**src/rtl/sup_pkg.sv**
```systemverilog
package sup_pkg;
  typedef enum logic [1:0] {
    ST_IDLE = 2'd0,
    ST_RAMP = 2'd1,
    ST_ON   = 2'd2,
    ST_TRIP = 2'd3
  } sup_state_e;

  localparam int unsigned FLAG_W = 7;
  localparam int unsigned F_EN   = 6;
  localparam int unsigned F_VIN  = 5;
  localparam int unsigned F_ILIM = 4;
  localparam int unsigned F_TSD  = 3;
  localparam int unsigned F_G90  = 2;
  localparam int unsigned F_G75  = 1;
  localparam int unsigned F_G50  = 0;
endpackage

```
**src/rtl/sup_sync.sv**
```systemverilog
module sup_sync #(
  parameter int unsigned WIDTH  = 7,
  parameter int unsigned STAGES = 2
) (
  input  logic             clk,
  input  logic             rst,
  input  logic [WIDTH-1:0] d,
  output logic [WIDTH-1:0] q
);
  logic [STAGES-1:0][WIDTH-1:0] pipe;

  always_ff @(posedge clk) begin
    if (rst) begin
      pipe <= '0;
    end else begin
      pipe[0] <= d;
      for (int i = 1; i < int'(STAGES); i++) begin
        pipe[i] <= pipe[i-1];
      end
    end
  end

  assign q = pipe[STAGES-1];
endmodule

```
**src/rtl/sup_timer.sv**
```systemverilog
module sup_timer #(
  parameter int unsigned LIMIT = 16
) (
  input  logic clk,
  input  logic rst,
  input  logic run,
  output logic expire
);
  localparam int unsigned W = (LIMIT > 1) ? $clog2(LIMIT) : 1;
  localparam logic [W-1:0] LAST = W'(LIMIT - 1);

  logic [W-1:0] cnt;

  // Counts consecutive cycles of run; any gap restarts from zero.
  always_ff @(posedge clk) begin
    if (rst || !run) begin
      cnt <= '0;
    end else if (cnt != LAST) begin
      cnt <= cnt + 1'b1;
    end
  end

  assign expire = run && (cnt == LAST);

  p_cnt_bound_r7: assert property (@(posedge clk) disable iff (rst)
    cnt <= LAST);
endmodule

```
**src/rtl/sup_pgood.sv**
```systemverilog
module sup_pgood #(
  parameter int unsigned DELAY = 250000
) (
  input  logic clk,
  input  logic rst,
  input  logic enable,
  input  logic hi_ok,
  input  logic lo_ok,
  output logic pg
);
  logic armed;
  logic armed_nxt;
  logic dly_exp;

  // Hysteresis: arm on the upper flag, disarm only when the lower one drops.
  assign armed_nxt = enable && lo_ok && (armed || hi_ok);

  always_ff @(posedge clk) begin
    if (rst) begin
      armed <= 1'b0;
      pg    <= 1'b0;
    end else begin
      armed <= armed_nxt;
      pg    <= armed_nxt && (pg || dly_exp);
    end
  end

  sup_timer #(.LIMIT(DELAY)) u_dly (
    .clk    (clk),
    .rst    (rst),
    .run    (armed),
    .expire (dly_exp)
  );

  p_pg_drop_r5: assert property (@(posedge clk) disable iff (rst)
    !lo_ok |=> !pg);
  p_pg_hold_r5: assert property (@(posedge clk) disable iff (rst)
    (pg && enable && lo_ok) |=> pg);
  p_pg_off_r6: assert property (@(posedge clk) disable iff (rst)
    !enable |=> !pg);
endmodule

```
**src/rtl/buck_supervisor.sv**
```systemverilog
module buck_supervisor
  import sup_pkg::*;
#(
  parameter int unsigned SYNC_STAGES     = 2,
  parameter int unsigned SS_CYCLES       = 50000,
  parameter int unsigned LATCH_CYCLES    = 100000,
  parameter int unsigned PG_DELAY_CYCLES = 250000
) (
  input  logic clk,
  input  logic rst,
  input  logic en_pin,
  input  logic vin_ok,
  input  logic ilim_act,
  input  logic tsd_act,
  input  logic vo_ge90,
  input  logic vo_ge75,
  input  logic vo_ge50,
  output logic run_en,
  output logic ss_start,
  output logic ss_done,
  output logic pwr_good,
  output logic fault_latched
);
  logic [FLAG_W-1:0] raw_flags;
  logic [FLAG_W-1:0] flags;
  logic active;
  logic ss_run, ss_exp;
  logic trip_run, trip_exp;
  logic on_nxt;
  sup_state_e state, state_nxt;

  assign raw_flags[F_EN]   = en_pin;
  assign raw_flags[F_VIN]  = vin_ok;
  assign raw_flags[F_ILIM] = ilim_act;
  assign raw_flags[F_TSD]  = tsd_act;
  assign raw_flags[F_G90]  = vo_ge90;
  assign raw_flags[F_G75]  = vo_ge75;
  assign raw_flags[F_G50]  = vo_ge50;

  sup_sync #(.WIDTH(FLAG_W), .STAGES(SYNC_STAGES)) u_sync (
    .clk (clk),
    .rst (rst),
    .d   (raw_flags),
    .q   (flags)
  );

  assign active   = flags[F_EN] && flags[F_VIN];
  assign ss_run   = (state == ST_RAMP);
  assign trip_run = ((state == ST_RAMP) || (state == ST_ON)) &&
                    flags[F_ILIM] && !flags[F_G50];

  sup_timer #(.LIMIT(SS_CYCLES)) u_ss (
    .clk    (clk),
    .rst    (rst),
    .run    (ss_run),
    .expire (ss_exp)
  );

  sup_timer #(.LIMIT(LATCH_CYCLES)) u_trip (
    .clk    (clk),
    .rst    (rst),
    .run    (trip_run),
    .expire (trip_exp)
  );

  // Losing enable or supply always wins; that is also how the trip clears.
  always_comb begin
    state_nxt = state;
    if (!active) begin
      state_nxt = ST_IDLE;
    end else begin
      unique case (state)
        ST_IDLE: if (!flags[F_TSD]) state_nxt = ST_RAMP;
        ST_RAMP: begin
          if (flags[F_TSD])  state_nxt = ST_IDLE;
          else if (trip_exp) state_nxt = ST_TRIP;
          else if (ss_exp)   state_nxt = ST_ON;
        end
        ST_ON: begin
          if (flags[F_TSD])  state_nxt = ST_IDLE;
          else if (trip_exp) state_nxt = ST_TRIP;
        end
        ST_TRIP: state_nxt = ST_TRIP;
        default: state_nxt = ST_IDLE;
      endcase
    end
  end

  assign on_nxt = (state_nxt == ST_ON);

  always_ff @(posedge clk) begin
    if (rst) begin
      state         <= ST_IDLE;
      run_en        <= 1'b0;
      ss_start      <= 1'b0;
      ss_done       <= 1'b0;
      fault_latched <= 1'b0;
    end else begin
      state         <= state_nxt;
      run_en        <= (state_nxt == ST_RAMP) || on_nxt;
      ss_start      <= (state_nxt == ST_RAMP) && (state != ST_RAMP);
      ss_done       <= on_nxt;
      fault_latched <= (state_nxt == ST_TRIP);
    end
  end

  sup_pgood #(.DELAY(PG_DELAY_CYCLES)) u_pg (
    .clk    (clk),
    .rst    (rst),
    .enable (on_nxt),
    .hi_ok  (flags[F_G90]),
    .lo_ok  (flags[F_G75]),
    .pg     (pwr_good)
  );

  p_standby_r1: assert property (@(posedge clk) disable iff (rst)
    !active |=> (!run_en && !ss_done && !fault_latched));
  p_ss_pulse_r2: assert property (@(posedge clk) disable iff (rst)
    ss_start |=> !ss_start);
  p_run_rise_r2: assert property (@(posedge clk) disable iff (rst)
    $rose(run_en) |-> ss_start);
  p_ramp_first_r3: assert property (@(posedge clk) disable iff (rst)
    $rose(ss_done) |-> $past(run_en));
  p_pg_fault_r6: assert property (@(posedge clk) disable iff (rst)
    fault_latched |-> !pwr_good);
  p_trip_hold_r9: assert property (@(posedge clk) disable iff (rst)
    (fault_latched && active) |=> fault_latched);
  p_tsd_off_r10: assert property (@(posedge clk) disable iff (rst)
    flags[F_TSD] |=> !run_en);
endmodule

```
**config.mk**
```make
export PLATFORM = sky130hd
export DESIGN_NAME = buck_supervisor
export DESIGN_NICKNAME = d
export VERILOG_FILES = /design/src/rtl/sup_pkg.sv /design/src/rtl/sup_sync.sv /design/src/rtl/sup_timer.sv /design/src/rtl/sup_pgood.sv /design/src/rtl/buck_supervisor.sv
export SDC_FILE = /design/constraint.sdc
export NUM_CORES = 1
export LEC_CHECK = 0
export BUFFER_PORTS_ARGS = -buffer_cell sky130_fd_sc_hd__buf_4
export CORE_UTILIZATION = 55
export DETAILED_ROUTE_END_ITERATION = 6
export PLACE_DENSITY = 0.75
export SYNTH_ARGS = -nofsm -noshare
export SYNTH_HDL_FRONTEND = slang
export SYNTH_SLANG_ARGS = --single-unit
```
**constraint.sdc**
```tcl
create_clock -name clk -period 2.5 [get_ports clk]
set_input_delay 0.5 -clock clk [delete_from_list [all_inputs] [get_ports clk]]
set_output_delay 0.5 -clock clk [all_outputs]
set_load 0.05 [all_outputs]
```
==> metrics.cfg <==
[routing]
drt_pass1_iterations = 4
antenna_left = 0
drt_drc_violations_left = 0
vias_per_cell = 5.67
drtIter0Drc = 128
vias = 2550
wl_per_cell_microns = 13.3
drt-total-wl_microns = 5970

[placed_design]
placed_cell_area_sq_um = 3370
placed_cells = 434
dp_hpwl_microns = 4040
gp_congestion = 0.786
portBuffers = 13

[clock_tree]
worst_skew_pair.late_latency_ns = 0.35
clk_pin_slew_ns = 0.08
cts.sinks = 73
cts_max_level = 3
clock_path_buffers = 2
cts-root-buf = clkbuf_8
cts_tree = yes
cts_inserted_buffers = 9

[final_layout]
diodes = 0
drive_above_1_share_pct = 10.8
finish.instance_area_sq_um = 3630
num-nets-final = 392
stdcell_count = 450
synthToLayoutAreaGrowth_pct = 13.0

[synth]
synth_area_sq_um = 3210
synth-seq-area-share_pct = 45.5
synth_edf_count = 0
syn_area_per_cell_sq_um = 8.98
synthCells = 358
synth-seq-cells = 73
syn-num-nets = 377
yosysUniqueCellTypes = 48
ys.flop_type = dfxtp_1
async_flop_share_pct = 0
yosysWarnings = 0

[pwr]
leakage_nw = 1.26
seq_power_share_pct = 50.0
netSwitchingFraction_pct = 19.9
p_switching_uw = 467
combPwrFrac_pct = 1.1
intPower_mw = 1.88
clockPowerShare_pct = 48.8
power_density_nw_per_um2 = 647
ir_drop_v = 0.000557

[global_routing]
track_usage_pct = 21.4
grt_max_degree = 27
grt_pass1_wl_microns = 10200
grt_pass1_vias = 2287
grt_overflow = 0
antenna_found_initial = 0

[timing]
slew_violations = 0
grt_setup_unrepaired = false
finalSetupViolCount = 0
fmax_ghz = 0.441
finalHoldViolCount = 0
clock_skew_ns = 0.0146
fin_crit_sh_pct = 90.7
tns_ns = 0
period_needed_ns = 2.27
tightest_slew_ns = 0.643
slew_headroom_pct = 57.1

[critical_path]
cpMaxStageDelayCell = nor4_4
timing.rr.start = u_trip.cnt[0]$_SDFFE_PP0P_
crit_path_max_fanout = 5
critPathKind = register to register
r2r_slack_ns = 0.23
critPathLaunchType = register
crit_end = u_pg.pg$_SDFF_PP0_
slowest_delay_ns = 0.41
crit_path_end_kind = register
path_cells = ha_1, nand4_1, nor4_4, nand2_1, o22a_1, ha_1, nor2b_1, o211a_1, nor2b_1
arrival_ns = 2.50
r2r-end = u_pg.pg$_SDFF_PP0_
r2r_cells = 9
cp-startpoint = u_trip.cnt[0]$_SDFFE_PP0P_
critPathRequiredTime_ns = 2.74

[die]
core-area_sq_um = 5570
die_area_sq_um = 6150
fp.dieH_microns = 78.4
initial_core_util_pct = 57.6
fp-row-count = 27
die_w_microns = 78.4
ioPinCount = 14

[worst_hold_path]
hold_class = primary input to register

[outcome]
status = complete, no violations

[flow_run]
maxCapViolations = 0

logic make-up (layout without fill, tap and decap cells):
kind of cell | Yosys count | after routing | share of synthesized area (%)
adder cells (fa/ha/maj) | 10 | 10 | 3.89
multiplexers | 2 | 2 | 0.623
buffers and inverters | 17 | 37 | 1.99
XOR/XNOR | 29 | 29 | 7.90
AO/OA/AOI/OAI | 47 | 47 | 9.15
AND/OR/NAND/NOR | 180 | 180 | 31.0
flip-flops | 73 | 73 | 45.5
per-stage QoR:
stage	hold WS [ns]	total power [mW]	utilization (%)	setup WS, ns
after floorplan	0.414	1.22	-	0.158
after global routing	0.374	2.43	65.1	0.0303
after detailed placement	0.420	1.23	60.5	0.239
final	0.355	2.35	65.1	0.233
after CTS	0.350	2.36	65.0	0.212
after global placement	0.417	1.23	60.5	0.314
worst max-delay path: cells and delay by family (launching register included):
family	cells	cell delay, ns
flip-flops	1	0.38
AND/OR/NAND/NOR	5	0.99
adder cells (fa/ha/maj)	2	0.42
AO/OA/AOI/OAI	2	0.35
placed cells by master (no fill, tap or decap), drive strengths merged, types with 2 or more instances in the layout:
cell    instances
o31ai           2
bufinv          3
nor4bb          2
a31oi           8
or3             8
or4             2
nand2          24
nand2b          4
o21ai          13
clkbuf         10
nor2b          19
nand3          16
ha             10
clkinv          2
or4b            2
dfxtp          73
or2             3
xnor2          16
inv             7
buf            15
mux2i           2
nor3            8
a41o            2
nand4b          3
nor4b           2
nor4            7
nand4          14
and3           10
and4            5
nand3b          2
nor2           46
xor2           13
a21oi          12
per-layer routing:
layer / GRT usage [%] / share of wire, %
met1: 27.1 / 48
met2: 33.9 / 46
met3: 3.84 / 2.5
met4: 13.3 / 3.1
met5: 0 / 0
how the worst min path moves through the flow:
stage | startpoint | endpoint | slack (ns) | cells past startpoint
CTS | en_pin | u_sync.pipe[6]$_SDFF_PP0_ | 0.35 | 2
global placement | u_sync.pipe[0]$_SDFF_PP0_ | u_sync.q[0]$_SDFF_PP0_ | 0.42 | 1
global route | ilim_act | u_sync.pipe[4]$_SDFF_PP0_ | 0.37 | 2
detailed placement | u_sync.pipe[6]$_SDFF_PP0_ | u_sync.q[6]$_SDFF_PP0_ | 0.42 | 1
finish | en_pin | u_sync.pipe[6]$_SDFF_PP0_ | 0.35 | 2
floorplan | u_sync.pipe[0]$_SDFF_PP0_ | u_sync.q[0]$_SDFF_PP0_ | 0.41 | 1
cell usage after synthesis, types with 2 or more instances:
master     n  area (sq um)
nand3b_1   2          15.0
or3_2      2          15.0
a31oi_1    8          50.1
nand2b_1   3          18.8
nor2b_1   19           119
a41o_1     2          20.0
nand2_1   24          90.1
xnor2_1   16           140
nor4bb_1   2          20.0
mux2i_1    2          20.0
xor2_1    13           114
nand4b_1   3          26.3
nand4_1   14          87.6
nand3_1   16          80.1
and3_1    10          62.6
ha_1      10           125
and4_1     5          43.8
nor4_1     6          37.5
or4_1      2          15.0
nor3_1     8          40.0
a21oi_1   12          60.1
o21ai_0   13          65.1
clkbuf_1  10          37.5
nor2_1    46           173
inv_1      6          22.5
nor4b_1    2          17.5
dfxtp_1   73          1460
or2_2      3          18.8
o31ai_1    2          15.0
or3_1      6          37.5
cell type report:
type	count	area (sq um)
Fill cell	461	1940
Multi-Input combinational cell	268	1690
Sequential cell	73	1460
Clock buffer	10	138
Clock inverter	6	113
Timing Repair Buffer	15	113
Tap cell	72	90.1
Inverter	6	22.5
timing repair:
| item | CTS | global route |
|---|---|---|
| endpoints found under the setup margin | 0 | 1 |
| hold buffers | 0 | 0 |
| buffers inserted | 0 | 0 |
| resized for setup | 0 | 1 |
sequential cells by signal, summed over array words and instances, names as in the netlist:
signal / count
u_ss.cnt: 16
ss_start: 1
u_pg.pg: 1
u_pg.armed: 1
u_pg.u_dly.cnt: 18
u_sync.q: 7
fault_latched: 1
u_trip.cnt: 17
u_sync.pipe: 7
run_en: 1
ss_done: 1
state: 2
power groups by stage:
| stage | combinational (mW) | sequential (mW) | clock [mW] |
|---|---|---|---|
| after floorplan | 0.0138 | 1.20 | 0 |
| after global placement | 0.0262 | 1.20 | 0 |
| after detailed placement | 0.0268 | 1.20 | 0 |
| after CTS | 0.0268 | 1.17 | 1.16 |
| after global routing | 0.0292 | 1.18 | 1.22 |
| final | 0.0264 | 1.17 | 1.15 |
(Power assumes the default switching activity.)
